`config.mk`:
```
export PLATFORM = sky130hd
export DESIGN_NAME = sop_logic_array
export DESIGN_NICKNAME = d
export VERILOG_FILES = /design/src/rtl/sop_array_pkg.sv /design/src/rtl/sop_array_ctrl.sv /design/src/rtl/sop_array_datapath.sv /design/src/rtl/sop_logic_array.sv
export SDC_FILE = /design/constraint.sdc
export NUM_CORES = 1
export LEC_CHECK = 0
export BUFFER_PORTS_ARGS = -buffer_cell sky130_fd_sc_hd__buf_4
export CAP_MARGIN = 20
export CELL_PAD_IN_SITES_DETAIL_PLACEMENT = 1
export CELL_PAD_IN_SITES_GLOBAL_PLACEMENT = 2
export CORE_AREA = 2 2 167 169
export DETAILED_ROUTE_END_ITERATION = 10
export DIE_AREA = 0 0 169 171
export PLACE_DENSITY = 0.7
export SLEW_MARGIN = 40
export SYNTH_ARGS = -nofsm -noshare
export SYNTH_HDL_FRONTEND = slang
export SYNTH_SLANG_ARGS = --single-unit
```
`constraint.sdc`:
```
create_clock -name clk -period 2.1 [get_ports clk]
set_input_delay 0.105 -clock clk [delete_from_list [all_inputs] [get_ports clk]]
set_output_delay 0.105 -clock clk [all_outputs]
set_load 0.005 [all_outputs]
```
`src/rtl/sop_array_pkg.sv`:
```
package sop_array_pkg;

  typedef enum logic [1:0] {
    MODE_FULL = 2'd0,
    MODE_FIXOR = 2'd1,
    MODE_DECODE = 2'd2,
    MODE_FULL_ALT = 2'd3
  } arrayMode_e;

  typedef struct packed {
    logic shift;
    logic load;
  } cfgStrobe_t;

endpackage

```
`src/rtl/sop_array_ctrl.sv`:
```
module sop_array_ctrl
  import sop_array_pkg::*;
(
  input  logic       clk,
  input  logic       rstN,
  input  logic       cfgEn,
  input  logic       cfgCommit,
  output cfgStrobe_t strobe,
  output logic       cfgValid
);

  always_comb begin
    strobe.shift = cfgEn;
    strobe.load  = cfgCommit;
  end

  always_ff @(posedge clk or negedge rstN) begin
    if (!rstN) cfgValid <= 1'b0;
    else if (cfgCommit) cfgValid <= 1'b1;
  end

  p_valid_after_commit_r3: assert property (@(posedge clk) disable iff (!rstN)
    cfgCommit |=> cfgValid);

  p_valid_sticky_r3: assert property (@(posedge clk) disable iff (!rstN)
    cfgValid |=> cfgValid);

endmodule

```
`src/rtl/sop_array_datapath.sv`:
```
module sop_array_datapath
  import sop_array_pkg::*;
#(
  parameter int NUM_IN   = 4,
  parameter int NUM_PROD = 8,
  parameter int NUM_OUT  = 3
) (
  input  logic              clk,
  input  logic              rstN,
  input  cfgStrobe_t        strobe,
  input  logic              cfgData,
  input  logic [1:0]        modeSel,
  input  logic              cfgValid,
  input  logic [NUM_IN-1:0] dataIn,
  output logic [NUM_OUT-1:0] dataOut
);

  localparam int LIT       = 2 * NUM_IN;
  localparam int ROM_TERMS = 1 << NUM_IN;
  localparam int TERMS     = (NUM_PROD > ROM_TERMS) ? NUM_PROD : ROM_TERMS;
  localparam int AND_BITS  = NUM_PROD * LIT;
  localparam int OR_BITS   = NUM_OUT * TERMS;
  localparam int CFG_BITS  = AND_BITS + OR_BITS;
  localparam int GROUP     = (NUM_PROD + NUM_OUT - 1) / NUM_OUT;

  function automatic logic [TERMS-1:0] fixedMaskFor(input int outIdx);
    logic [TERMS-1:0] m;
    for (int t = 0; t < TERMS; t++) m[t] = (t < NUM_PROD) && ((t / GROUP) == outIdx);
    return m;
  endfunction

  logic [CFG_BITS-1:0] shadowQ;
  logic [CFG_BITS-1:0] activeQ;
  arrayMode_e          modeQ;
  logic [LIT-1:0]      literals;
  logic [NUM_PROD-1:0] progProd;
  logic [TERMS-1:0]    progWide;
  logic [TERMS-1:0]    decodeProd;
  logic [TERMS-1:0]    termLine;
  logic [NUM_OUT-1:0]  sumOut;

  // configuration storage: serial shadow and committed copy
  always_ff @(posedge clk or negedge rstN) begin
    if (!rstN) begin
      shadowQ <= '0;
      activeQ <= '0;
      modeQ   <= MODE_FULL;
    end else begin
      if (strobe.shift) shadowQ <= {shadowQ[CFG_BITS-2:0], cfgData};
      if (strobe.load) begin
        activeQ <= shadowQ;
        modeQ   <= arrayMode_e'(modeSel);
      end
    end
  end

  // dual-rail literals
  generate
    for (genvar i = 0; i < NUM_IN; i++) begin : g_lit
      assign literals[2*i]   = dataIn[i];
      assign literals[2*i+1] = ~dataIn[i];
    end
  endgenerate

  // programmable AND plane: an unconnected literal does not pull the product low
  generate
    for (genvar p = 0; p < NUM_PROD; p++) begin : g_prod
      assign progProd[p] = &(~activeQ[p*LIT +: LIT] | literals);
    end
  endgenerate

  assign progWide = TERMS'(progProd);

  // fixed full decoder plane
  generate
    for (genvar t = 0; t < TERMS; t++) begin : g_dec
      if (t < ROM_TERMS) begin : g_on
        localparam logic [NUM_IN-1:0] CODE = NUM_IN'(t);
        assign decodeProd[t] = (dataIn == CODE);
      end else begin : g_off
        assign decodeProd[t] = 1'b0;
      end
    end
  endgenerate

  always_comb begin
    if (modeQ == MODE_DECODE) termLine = decodeProd;
    else termLine = progWide;
  end

  // OR plane: configured or hard-wired grouping
  generate
    for (genvar o = 0; o < NUM_OUT; o++) begin : g_sum
      localparam logic [TERMS-1:0] FIX_MASK = fixedMaskFor(o);
      logic [TERMS-1:0] orMask;
      assign orMask = (modeQ == MODE_FIXOR) ? FIX_MASK : activeQ[AND_BITS + o*TERMS +: TERMS];
      assign sumOut[o] = |(termLine & orMask);
    end
  endgenerate

  assign dataOut = cfgValid ? sumOut : '0;

  p_shift_entry_r2: assert property (@(posedge clk) disable iff (!rstN)
    strobe.shift |=> shadowQ[0] == $past(cfgData));

  p_shadow_hold_r2: assert property (@(posedge clk) disable iff (!rstN)
    !strobe.shift |=> $stable(shadowQ));

  p_commit_copy_r3: assert property (@(posedge clk) disable iff (!rstN)
    strobe.load |=> activeQ == $past(shadowQ));

  p_active_hold_r5: assert property (@(posedge clk) disable iff (!rstN)
    !strobe.load |=> $stable(activeQ) && $stable(modeQ));

  p_decode_single_r9: assert property (@(posedge clk) disable iff (!rstN)
    (modeQ == MODE_DECODE) |-> $onehot0(termLine));

endmodule

```
`src/rtl/sop_logic_array.sv`:
```
module sop_logic_array
  import sop_array_pkg::*;
#(
  parameter int NUM_IN   = 4,
  parameter int NUM_PROD = 8,
  parameter int NUM_OUT  = 3
) (
  input  logic               clk,
  input  logic               rstN,
  input  logic               cfgEn,
  input  logic               cfgData,
  input  logic               cfgCommit,
  input  logic [1:0]         modeSel,
  input  logic [NUM_IN-1:0]  dataIn,
  output logic [NUM_OUT-1:0] dataOut,
  output logic               cfgValid
);

  cfgStrobe_t strobe;

  sop_array_ctrl u_ctrl (
    .clk      (clk),
    .rstN     (rstN),
    .cfgEn    (cfgEn),
    .cfgCommit(cfgCommit),
    .strobe   (strobe),
    .cfgValid (cfgValid)
  );

  sop_array_datapath #(
    .NUM_IN  (NUM_IN),
    .NUM_PROD(NUM_PROD),
    .NUM_OUT (NUM_OUT)
  ) u_dp (
    .clk     (clk),
    .rstN    (rstN),
    .strobe  (strobe),
    .cfgData (cfgData),
    .modeSel (modeSel),
    .cfgValid(cfgValid),
    .dataIn  (dataIn),
    .dataOut (dataOut)
  );

  p_quiet_unconfigured_r4: assert property (@(posedge clk) disable iff (!rstN)
    !cfgValid |-> dataOut == '0);

endmodule

```
==> results of run 1 <==
## cells by family (layout without fill, tap and decap cells)
family	count (synthesis)	in the layout	synth area share [%]
muxes	266	266	30.9
DFF	227	227	59.3
and+or+nand+nor	70	70	3.69
AOI/OAI and AO/OA	51	51	3.66
buffers and inverters	43	94	2.23
adders and majority gates	2	2	0.209
## how the worst max path moves through the flow
stage                      end  slack [ps]
finish              dataOut[0]        -400
global route        dataOut[0]        -490
CTS                 dataOut[0]        -440
detailed placement  dataOut[0]         -20
global placement    dataOut[2]         -20
floorplan           dataOut[0]         380
## metal layers
metal | global-route usage, % | up-vias | wire length [um]
met4 | 4.31 | 0 | 546
li1 | - | 2457 | -
met3 | 2.48 | 35 | 652
met5 | 0 | - | 0
met1 | 20.3 | 2911 | 9510
met2 | 25.5 | 70 | 9950
## critical path: stages (launching register included)
cell     delay [ps]
dfrtp_2         440
buf_6           130
maj3_2          290
nand2_2          70
o21ai_2          50
a211o_1         280
o41a_1          460
buf_4           150
## Yosys cell counts (2+ instances only)
library cell / instances / area [um2]
mux2_2: 228 / 2570
dfrtp_1: 227 / 5680
mux2i_1: 36 / 360
nand2_1: 24 / 90.1
clkbuf_1: 22 / 82.6
nor2_1: 13 / 48.8
o21ai_0: 13 / 65.1
buf_2: 9 / 45.0
nand4_1: 9 / 56.3
a21oi_1: 8 / 40.0
nand3_1: 7 / 35.0
nor2b_1: 6 / 37.5
a31oi_1: 4 / 25.0
buf_6: 4 / 45.0
nand2b_1: 4 / 25.0
a211oi_1: 3 / 22.5
a22oi_1: 3 / 22.5
buf_1: 3 / 11.3
buf_4: 3 / 22.5
o32ai_1: 3 / 26.3
a221oi_1: 2 / 17.5
a22o_1: 2 / 17.5
a32oi_1: 2 / 17.5
and4_4: 2 / 22.5
inv_1: 2 / 7.51
maj3_1: 2 / 20.0
o22ai_1: 2 / 12.5
o41a_1: 2 / 22.5
## registers in the layout, summed over array words and instances (netlist names)
signal and count:
u_ctrl.cfgValid 1, u_dp.modeQ 2, u_dp.shadowQ 112, u_dp.activeQ 112
## per-stage QoR
step / worst slack [ps] / utilization (%) / total power, mW / instance area, um2
final: -399 / 40.7 / 10.5 / 11100
after global routing: -492 / 40.7 / 11.1 / 11100
after CTS: -437 / 40.6 / 10.7 / 11100
after detailed placement: -22.0 / 37.4 / 6.49 / 10200
after global placement: -16.7 / 37.4 / 6.40 / 10200
after floorplan: 377 / - / 5.97 / 9580
## power by group through the flow
stage | Combinational (mW) | Clock, mW | Sequential [mW]
after floorplan | 0.844 | 0 | 5.13
after global placement | 1.19 | 0 | 5.22
after detailed placement | 1.24 | 0 | 5.26
after CTS | 1.28 | 4.25 | 5.18
after global routing | 1.40 | 4.43 | 5.26
final | 1.26 | 4.09 | 5.18
## cell type report
| cell class | instances | share of cell area (%) |
|---|---|---|
| Tap cell | 346 | 3.89 |
| Clock buffer | 39 | 6.80 |
| Multi-Input combinational cell | 389 | 33.6 |
| Timing Repair Buffer | 52 | 4.41 |
| Inverter | 2 | 0.0675 |
| Sequential cell | 227 | 51.1 |
| Clock inverter | 1 | 0.146 |
## repair_timing
action | 4_1_cts | 5_1_grt
pin swaps | 5 | 0
gates resized for setup | 13 | 7
hold buffers | 4 | 0
hold endpoints to repair | 230 | 0
buffers inserted | 5 | 0
endpoints found under the setup margin | 3 | 3
==> metrics.csv, run 1 <==
stage,metric,value,unit
sta,hold_slack,107,ps
clock_tree,cts.sinks,227,
global_route,grt_first_pass_wirelength,34700,um
worst_setup_path,cp_max_fo,5,
final_layout,multi_input_area,0.00374,mm2
worst_setup_path,rr_worst_depth,2,
sta,finalHoldViolCount,0,
final_layout,area_growth,16.1,%
sta,setup_viol,3,
final_layout,num-fill-cells,2773,
worst_setup_path,rrSetupSlack,1120,ps
yosys,synthArstFlopShare,100,%
global_route,grt_start_max_net_pins,55,
final_layout,final_cell_mix,"228 x mux2_2, 225 x dfrtp_1, 39 x buf_4, 36 x mux2i_1, 24 x clkbuf_16",
floorplanning,coreArea,0.0273,mm2
power,p_seq_share,49.2,%
global_route,track_usage,15.1,%
drt,drt_wl_total,20700,um
place,gp_congestion,0.835,
power,p_leak,5.36,nW
yosys,synth-edff-count,0,
power,power.switching,2.55,mW
worst_setup_path,rr_endpoint,u_dp.modeQ[0],
power,internal_power,7.98,mW
drt,vias_per_cell,5.18,
final_layout,drive_gt1_share,46.2,%
power,power_density,946,mW/mm2
floorplanning,die_h,171,um
place,io_buffers,14,
worst_setup_path,worstPathRequired,2000,ps
sta,finClkSkew,9.72,ps
final_layout,fin_cells,1056,
clock_tree,clk_pin_slew,60,ps
yosys,syn-num-nets,670,
global_route,overflow,0,
clock_tree,cts_tree,built,
status,status,"finished, violations left",
clock_tree,cts_buffers,24,
min_path,worstHoldPathType,input port to asynchronous set/reset pin,
clock_tree,clk_latency,520,ps
clock_tree,h-tree-depth,1,
power,combPwrFrac,12.0,%
final_layout,seqCellArea,0.00568,mm2
yosys,yosysWarnings,0,
sta,slew_headroom,55.2,%
global_route,antenna_found_initial,0,
worst_setup_path,critPathLaunchType,flop,
drt,drtAntennaViolNets,0,
worst_setup_path,crit_type,flop to primary output,
place,hpwl,13600,um
worst_setup_path,startpoint,u_dp.modeQ[0],
yosys,synthFlopType,dfrtp_1,
sta,rsz0062_at_grt,yes,
final_layout,antennaDiodeCount,0,
run,maxCapViolations,0,
place,dp_cells,1007,
yosys,avgSynthCellArea,14.5,um2
floorplanning,die_w,169,um
floorplanning,ios,15,
sta,drv_slew,0,
yosys,ys_types,42,
sta,final.period_utilization,119,%
global_route,grt_pass1_vias,6148,
sta,fin_ws,-399,ps
final_layout,layout_commonest_cell,mux2_2,
final_layout,fin_nets,707,
worst_setup_path,r2r-start,u_dp.modeQ[0],
drt,dr.first_iter.drc_count,295,
clock_tree,clockBufferDepth,3,
drt,routedWlPerCell,19.6,um
floorplanning,initial_core_util,35.1,%
yosys,syn_inst,659,
worst_setup_path,cp_data_arrival_time,2390,ps
floorplanning,die_area,0.0289,mm2
sta,tns,-1050,ps
sta,worst_slew_pin_slew,671,ps
drt,vias,5473,
power,ir_worst_vdd,705,uV
clock_tree,ctsRootBufferMaster,clkbuf_16,
worst_setup_path,crit_path_end_kind,primary output,
status,failed_checks,setup timing,
power,swShare,24.3,%
yosys,ys_seq_area_share,59.3,%
sta,period_minus_slack,2500,ps
sta,timing.fmax,0.400,GHz
floorplanning,rows,61,
power,clkPwrFrac,38.9,%
yosys,syn-cell-area,0.00958,mm2
yosys,synth_seq_cells,227,
drt,drc,0,
drt,drt_pass1_iterations,4,
No activity file was read; power rests on OpenSTA's default activity.
==> inputs of run 2 (changes only) <==
--- a/config.mk
+++ b/config.mk
@@ -10,6 +10,7 @@
 export CELL_PAD_IN_SITES_DETAIL_PLACEMENT = 1
 export CELL_PAD_IN_SITES_GLOBAL_PLACEMENT = 2
 export CORE_AREA = 2 2 167 169
+export CTS_BUF_LIST = sky130_fd_sc_hd__clkbuf_8
 export DETAILED_ROUTE_END_ITERATION = 10
 export DIE_AREA = 0 0 169 171
 export PLACE_DENSITY = 0.7
==> run 2 against run 1 <==
Net effect: the flow still finishes with violations (setup timing); critical path depth is the same; die area did not move; register-to-register slack barely moved; sequential share of layout area down 0.26 points; global-route usage is 0.058 points higher; count of clock-buffer cells in the layout is 8 higher; critical path type unchanged; largest cell class unchanged.
==> metrics.csv, run 2 (synthesis results as in run 1) <==
stage,metric,value,unit,change
status,status,"finished, violations left",,
status,failed_checks,setup timing,,
worst_setup_path,crit_chain,buf_6 -> nor2b_4 -> o21ai_2 -> a221oi_2 -> a21oi_1 -> o41a_1 -> buf_4,,
drt,drt_wl_total,20800,um,+0.75%
final_layout,final_cell_mix,"228 x mux2_2, 225 x dfrtp_1, 47 x clkbuf_8, 40 x buf_4, 36 x mux2i_1",,
power,p_leak,5.44,nW,+1.4%
worst_setup_path,critPathLaunchType,flop,,
worst_setup_path,crit_path_end_kind,primary output,,
floorplanning,die_h,171,um,unchanged
final_layout,layout_commonest_cell,mux2_2,,
global_route,track_usage,15.2,%,+0.058 points
floorplanning,initial_core_util,35.1,%,unchanged
clock_tree,ctsRootBufferMaster,clkbuf_8,,
place,dp_cells,1007,,unchanged
worst_setup_path,worstPathRequired,2000,ps,about the same
sta,tns,-1020,ps,+30.2 ps
floorplanning,coreArea,0.0273,mm2,unchanged
clock_tree,h-tree-depth,2,,+1
final_layout,num-fill-cells,2796,,+0.83%
place,io_buffers,14,,unchanged
final_layout,fin_cells,1084,,+2.7%
clock_tree,cts_tree,built,,
sta,timing.fmax,0.407,GHz,+1.8%
worst_setup_path,cp_max_fo,8,,+3
clock_tree,clk_pin_slew,60,ps,about the same
clock_tree,clk_latency,540,ps,+20 ps
worst_setup_path,rr_worst_depth,2,,unchanged
drt,drc,0,,unchanged
sta,setup_viol,3,,unchanged
power,ir_worst_vdd,669,uV,-5.2%
drt,drt_pass1_iterations,4,,unchanged
place,place_area,0.0102,mm2,unchanged
final_layout,antennaDiodeCount,0,,unchanged
global_route,antenna_found_initial,0,,unchanged
global_route,overflow,0,,unchanged
final_layout,reg.largest.list,"u_dp.activeQ x112, u_dp.shadowQ x112, u_dp.modeQ x2",,
sta,drv_slew,0,,unchanged
final_layout,multi_input_area,0.00377,mm2,+0.77%
global_route,grt_first_pass_wirelength,34700,um,+0.16%
drt,vias_per_cell,5.15,,-0.64%
worst_setup_path,slowest_delay,460,ps,about the same
place,hpwl,13600,um,unchanged
drt,dr.first_iter.drc_count,305,,+3.4%
power,power,10.4,mW,-1.7%
place,gp_congestion,0.835,,unchanged
clock_tree,cts.sinks,227,,unchanged
worst_setup_path,crit_type,flop to primary output,,
sta,rsz0062_at_grt,yes,,
power,power_density,926,mW/mm2,-2.2%
final_layout,drive_gt1_share,48.4,%,+2.2 points
floorplanning,die_w,169,um,unchanged
sta,slew_headroom,55.3,%,about the same
sta,fin_ws,-355,ps,+43.8 ps
global_route,grt_pass1_vias,6289,,+2.3%
sta,period_minus_slack,2450,ps,-43.8 ps
clock_tree,cts_buffers,39,,+63%
drt,routedWlPerCell,19.2,um,-1.9%
run,maxCapViolations,0,,unchanged
sta,hold_slack,94.3,ps,-12.6 ps
floorplanning,rows,61,,unchanged
drt,vias,5582,,+2.0%
worst_setup_path,rrSetupSlack,1130,ps,about the same
worst_setup_path,cp_slowest_cell,o41a_1,,
global_route,grt_start_max_net_pins,55,,unchanged
sta,final.period_utilization,117,%,-2.1 points
worst_setup_path,r2r-start,u_dp.modeQ[0],,
worst_setup_path,cp_data_arrival_time,2350,ps,-40 ps
place,pre_cts_ws,-22.0,ps,unchanged
floorplanning,die_area,0.0289,mm2,unchanged
final_layout,post-route-util,40.9,%,+0.21 points
worst_setup_path,rr_endpoint,u_dp.modeQ[0],,
clock_tree,clockBufferDepth,3,,unchanged
drt,drtAntennaViolNets,0,,unchanged
sta,finClkSkew,21.0,ps,+11.2 ps
final_layout,fin_nets,726,,+2.7%
final_layout,fin_area,0.0112,mm2,+0.52%
sta,worst_slew_pin_slew,671,ps,-0.495 ps
sta,finalHoldViolCount,0,,unchanged
floorplanning,ios,15,,unchanged
min_path,worstHoldPathType,input port to asynchronous set/reset pin,,
final_layout,seqCellArea,0.00568,mm2,unchanged
worst_setup_path,startpoint,u_dp.modeQ[0],,
final_layout,area_growth,16.7,%,
run 2: changes by cell type in the layout (fill, tap and decap cells not counted), moves of 2 or more:
cell,before,now
buf_6,2,5
clkinv_2,0,2
clkbuf_8,10,47
inv_1,2,12
clkbuf_16,24,0
clkbuf_1,5,0
run 2: area by class of cell:
| type | instances | area share (%) |
|---|---|---|
| Clock buffer | 47 | 5.78 |
| Clock inverter | 17 | 1.02 |
| Inverter | 2 | 0.0671 |
| Multi-Input combinational cell | 389 | 33.7 |
| Sequential cell | 227 | 50.8 |
| Tap cell | 346 | 3.87 |
| Timing Repair Buffer | 56 | 4.75 |
run 2: worst max-delay path: cells and delay by family, from the launching register on:
kind / cells / cell delay, ps
buffers and inverters: 2 / 280
DFF: 1 / 440
AOI/OAI and AO/OA: 4 / 900
and+or+nand+nor: 1 / 210
run 2: repair_timing:
item,in CTS,in global routing
pin swaps,2,12
hold buffers,4,0
hold endpoints to repair,230,0
gates cloned,0,0
setup buffers,6,3
setup endpoints to repair,3,3
gates resized for setup,17,12
run 2: worst max-delay path by stage:
stage | to | slack (ps) | cells after the start
after floorplan | dataOut[0] | 380 | 6
after global placement | dataOut[2] | -20 | 8
after detailed placement | dataOut[0] | -20 | 6
after CTS | dataOut[0] | -440 | 7
after global routing | dataOut[0] | -490 | 7
final | dataOut[0] | -350 | 7
run 2: report_power, final:
| group | internal (mW) | switching [mW] |
|---|---|---|
| registers | 4.87 | 0.311 |
| clock network | 2.15 | 1.74 |
| logic | 0.700 | 0.593 |
run 2: per-layer routing:
layer / part of all wire [%] / vias to the layer above / global-route usage [%]
met4: 2.5 / 0 / 4.83
met1: 46 / 2967 / 20.1
met2: 48 / 64 / 25.3
li1: - / 2511 / -
met3: 2.9 / 40 / 2.89
met5: 0 / - / 0
==> inputs of run 3 (changes only) <==
--- a/config.mk
+++ b/config.mk
@@ -5,15 +5,16 @@
 export SDC_FILE = /design/constraint.sdc
 export NUM_CORES = 1
 export LEC_CHECK = 0
+export ABC_AREA = 1
 export BUFFER_PORTS_ARGS = -buffer_cell sky130_fd_sc_hd__buf_4
 export CAP_MARGIN = 20
 export CELL_PAD_IN_SITES_DETAIL_PLACEMENT = 1
 export CELL_PAD_IN_SITES_GLOBAL_PLACEMENT = 2
-export CORE_AREA = 2 2 167 169
+export CORE_AREA = 2 2 165 167
 export CTS_BUF_LIST = sky130_fd_sc_hd__clkbuf_8
 export DETAILED_ROUTE_END_ITERATION = 10
-export DIE_AREA = 0 0 169 171
-export PLACE_DENSITY = 0.7
+export DIE_AREA = 0 0 167 169
+export PLACE_DENSITY = 0.81
 export SLEW_MARGIN = 40
 export SYNTH_ARGS = -nofsm -noshare
 export SYNTH_HDL_FRONTEND = slang
==> run 3 against run 2 <==
Net effect: the flow still finishes with violations (setup timing); critical path depth is 5 higher; core utilization is 0.97 points higher; sequential share of layout area is 0.36 points higher; global-route usage is 2.3 points higher; largest power group unchanged.
==> metrics.csv, run 3 <==
stage,metric,value,unit,change
floorplanning,die_h,169,um,-1.2%
run,maxCapViolations,0,,unchanged
sta,period_minus_slack,2240,ps,-211 ps
global_route,grt_start_max_net_pins,137,,+150%
final_layout,seqCellArea,0.00568,mm2,unchanged
yosys,yosysTopAreaCellShare,60.1,%,+0.86 points
worst_setup_path,slowest_delay,420,ps,-40 ps
worst_setup_path,startpoint,u_dp.modeQ[1],,
yosys,synth_common_cells,"362 x nand2_1, 227 x dfrtp_1, 182 x o21ai_0",,
drt,dr.first_iter.drc_count,267,,-12%
worst_setup_path,worstPathRequired,2000,ps,about the same
sta,fin_ws,-144,ps,+211 ps
power,power,11.1,mW,+7.7%
worst_setup_path,crit_type,flop to primary output,,
drt,vias_per_cell,4.73,,-8.1%
worst_setup_path,cp_max_fo,6,,-2
clock_tree,clk_latency,530,ps,about the same
worst_setup_path,path_buf_inv,4,,+2
worst_setup_path,crit_family,simple AND/OR/NAND/NOR gates,,
sta,finalHoldViolCount,0,,unchanged
global_route,grt_first_pass_wirelength,40300,um,+16%
drt,drt_wl_total,23800,um,+14%
sta,timing.fmax,0.446,GHz,+9.4%
clock_tree,cts.sinks,227,,unchanged
worst_setup_path,crit_top_cell,nand2_1,,
place,io_buffers,14,,unchanged
yosys,synthArstFlopShare,100,%,unchanged
status,failed_checks,setup timing,,
clock_tree,ctsRootBufferMaster,clkbuf_8,,
worst_setup_path,cp_slowest_cell,dfrtp_2,,
yosys,yosysWarnings,0,,unchanged
min_path,hp-start,cfgEn,,
yosys,synth_seq_cells,227,,unchanged
yosys,avgSynthCellArea,8.39,um2,-42%
clock_tree,h-tree-depth,2,,unchanged
sta,worst_slew_pin_slew,594,ps,-77.1 ps
floorplanning,die_area,0.0282,mm2,-2.3%
global_route,antenna_found_initial,0,,unchanged
drt,vias,7194,,+29%
worst_setup_path,rrSetupSlack,1310,ps,+180 ps
worst_setup_path,cp_data_arrival_time,2140,ps,-210 ps
yosys,syn-cell-area,0.00945,mm2,-1.4%
min_path,holdPathEnd,u_dp.shadowQ[15],,
clock_tree,cts_tree,built,,
final_layout,layout_commonest_cell,nand2_1,,
sta,rsz0062_at_grt,yes,,
global_route,grt_pass1_vias,7731,,+23%
yosys,synth.most_common_cell,nand2_1,,
worst_setup_path,crit_path_end_kind,primary output,,
drt,drt_pass1_iterations,5,,+1
final_layout,reg.largest.list,"u_dp.activeQ x112, u_dp.shadowQ x112, u_dp.modeQ x2",,
sta,final.period_utilization,107,%,-10 points
yosys,syn-num-nets,1137,,+70%
place,gp_congestion,0.792,,-5.2%
sta,slew_headroom,60.4,%,+5.1 points
sta,setup_viol,3,,unchanged
yosys,synth.largest_area_cell,dfrtp_1,,
worst_setup_path,rr_endpoint,u_dp.modeQ[0],,
drt,drtAntennaViolNets,0,,unchanged
final_layout,drive_gt1_share,12.6,%,-36 points
floorplanning,coreArea,0.0265,mm2,-3.0%
clock_tree,clk_pin_slew,60,ps,about the same
yosys,synth-edff-count,0,,unchanged
sta,drv_slew,0,,unchanged
final_layout,final_cell_mix,"343 x nand2_1, 225 x dfrtp_1, 182 x o21ai_0, 128 x inv_1, 74 x nor2_1",,
floorplanning,ios,15,,unchanged
power,power_density,1000,mW/mm2,+8.4%
sta,finClkSkew,18.4,ps,-2.55 ps
place,hpwl,15200,um,+12%
status,status,"finished, violations left",,
drt,routedWlPerCell,15.7,um,-18%
worst_setup_path,r2r-start,u_dp.modeQ[0],,
global_route,overflow,0,,unchanged
min_path,worstHoldPathType,input port to flop,,
yosys,synthFlopType,dfrtp_1,,
worst_setup_path,critPathLaunchType,flop,,
clock_tree,clockBufferDepth,3,,unchanged
power,ir_worst_vdd,517,uV,-23%
floorplanning,initial_core_util,35.7,%,+0.58 points
yosys,ys_seq_area_share,60.1,%,+0.86 points
place,pre_cts_ws,242,ps,+264 ps
clock_tree,cts_buffers,40,,+2.6%
floorplanning,die_w,167,um,-1.2%
final_layout,area_growth,17.5,%,
global_route,track_usage,17.5,%,+2.3 points
final_layout,multi_input_area,0.00325,mm2,-14%
yosys,syn_inst,1126,,+71%
yosys,ys_top_cells_by_area,"dfrtp_1 60%, nand2_1 14%, o21ai_0 9.6%, inv_1 4.6%, nor2_1 3.4%",,
final_layout,fin_nets,1162,,+60%
drt,drc,0,,unchanged
final_layout,num-fill-cells,3128,,+12%
worst_setup_path,crit_chain,clkinv_4 -> nor2_4 -> buf_6 -> nand4_1 -> nand2_2 -> nand2_1 -> nand2_1 -> nor2_1 -> nand3_1 -> nand2_1 -> inv_1 -> buf_4,,
worst_setup_path,rr_worst_depth,2,,unchanged
power,p_leak,5.44,nW,about the same
final_layout,post-route-util,41.9,%,+0.97 points
yosys,ys_types,19,,-55%
floorplanning,rows,60,,-1.6%
min_path,hold-path-cell-count,3,,
final_layout,antennaDiodeCount,0,,unchanged
-- run 3: cell types whose count changed after synthesis, sizes merged, moves of 4 or more --
cell / previous run / this run
nand2: 24 / 363
mux2: 229 / 0
o21ai: 13 / 185
inv: 2 / 126
nor2: 13 / 91
mux2i: 36 / 0
a21oi: 8 / 39
nand3: 7 / 29
clkbuf: 22 / 43
nor2b: 6 / 0
buf: 19 / 14
a31oi: 4 / 0
nand2b: 4 / 0
-- run 3: worst register-to-register path: cells and delay by family, from the launching register on --
family / cells / cell delay, ps
AO/OA/AOI/OAI: 1 / 170
buffers and inverters: 1 / 120
flip-flops: 1 / 430
-- run 3: layout make-up --
type / instances / share of cell area (%)
sequential: 227 / 51.2
multi-input combinational: 716 / 29.2
clock buffer: 53 / 6.57
inverter: 127 / 4.46
tap: 341 / 3.84
timing repair buffer: 38 / 3.75
clock inverter: 18 / 0.890
timing repair inverter: 1 / 0.0676
-- run 3: worst max path at each step --
stage                             to  slack (ps)  cells after the start
after floorplan           dataOut[1]         750                      9
after global placement    dataOut[1]         240                     10
after detailed placement  dataOut[1]         240                     10
after CTS                 dataOut[1]        -130                     10
after global routing      dataOut[0]        -280                     12
final                     dataOut[0]        -140                     12
-- run 3: cells by family (layout without fill, tap and decap cells) --
logic type / after synthesis / after routing / share of synthesized area, %
AOI/OAI and AO/OA: 224 / 224 / 11.9
buffers and inverters: 184 / 237 / 7.67
DFF: 227 / 227 / 60.1
and+or+nand+nor: 491 / 492 / 20.3
-- run 3: routing by layer --
metal | GRT usage [%] | wire, um | vias up
met5 | 0 | 0 | -
met3 | 3.06 | 649 | 33
met2 | 27.4 | 10800 | 88
met1 | 24.9 | 11900 | 3494
met4 | 5.43 | 495 | 0
li1 | - | - | 3579
-- run 3: through the flow --
| step | TNS [ps] | hold slack, ps | cell area [um2] | std cells |
|---|---|---|---|---|
| final | -402 | 44.7 | 11100 | 1521 |
| after global routing | -808 | 58.2 | 11100 | 1521 |
| after CTS | -349 | 38.4 | 10900 | 1517 |
| after detailed placement | 0 | 12.2 | 9940 | 1438 |
| after global placement | 0 | 10.1 | 9940 | 1438 |
| after floorplan | 0 | -191 | 9450 | 1126 |
-- run 3: where the power goes --
part	switching, mW	internal [mW]	leakage (nW)
Sequential	0.377	5.03	2.78
Clock	1.79	2.37	0.480
Combinational	1.03	0.548	2.18
Total	3.20	7.95	5.44
-- run 3: what timing repair did --
action                                  4_1_cts  5_1_grt
pin swaps                                     5       21
hold buffers                                  5        0
hold endpoints to repair                    243        0
setup buffers                                 2        3
resized for setup                            30       34
gates cloned                                  1        1
endpoints found under the setup margin        3        3
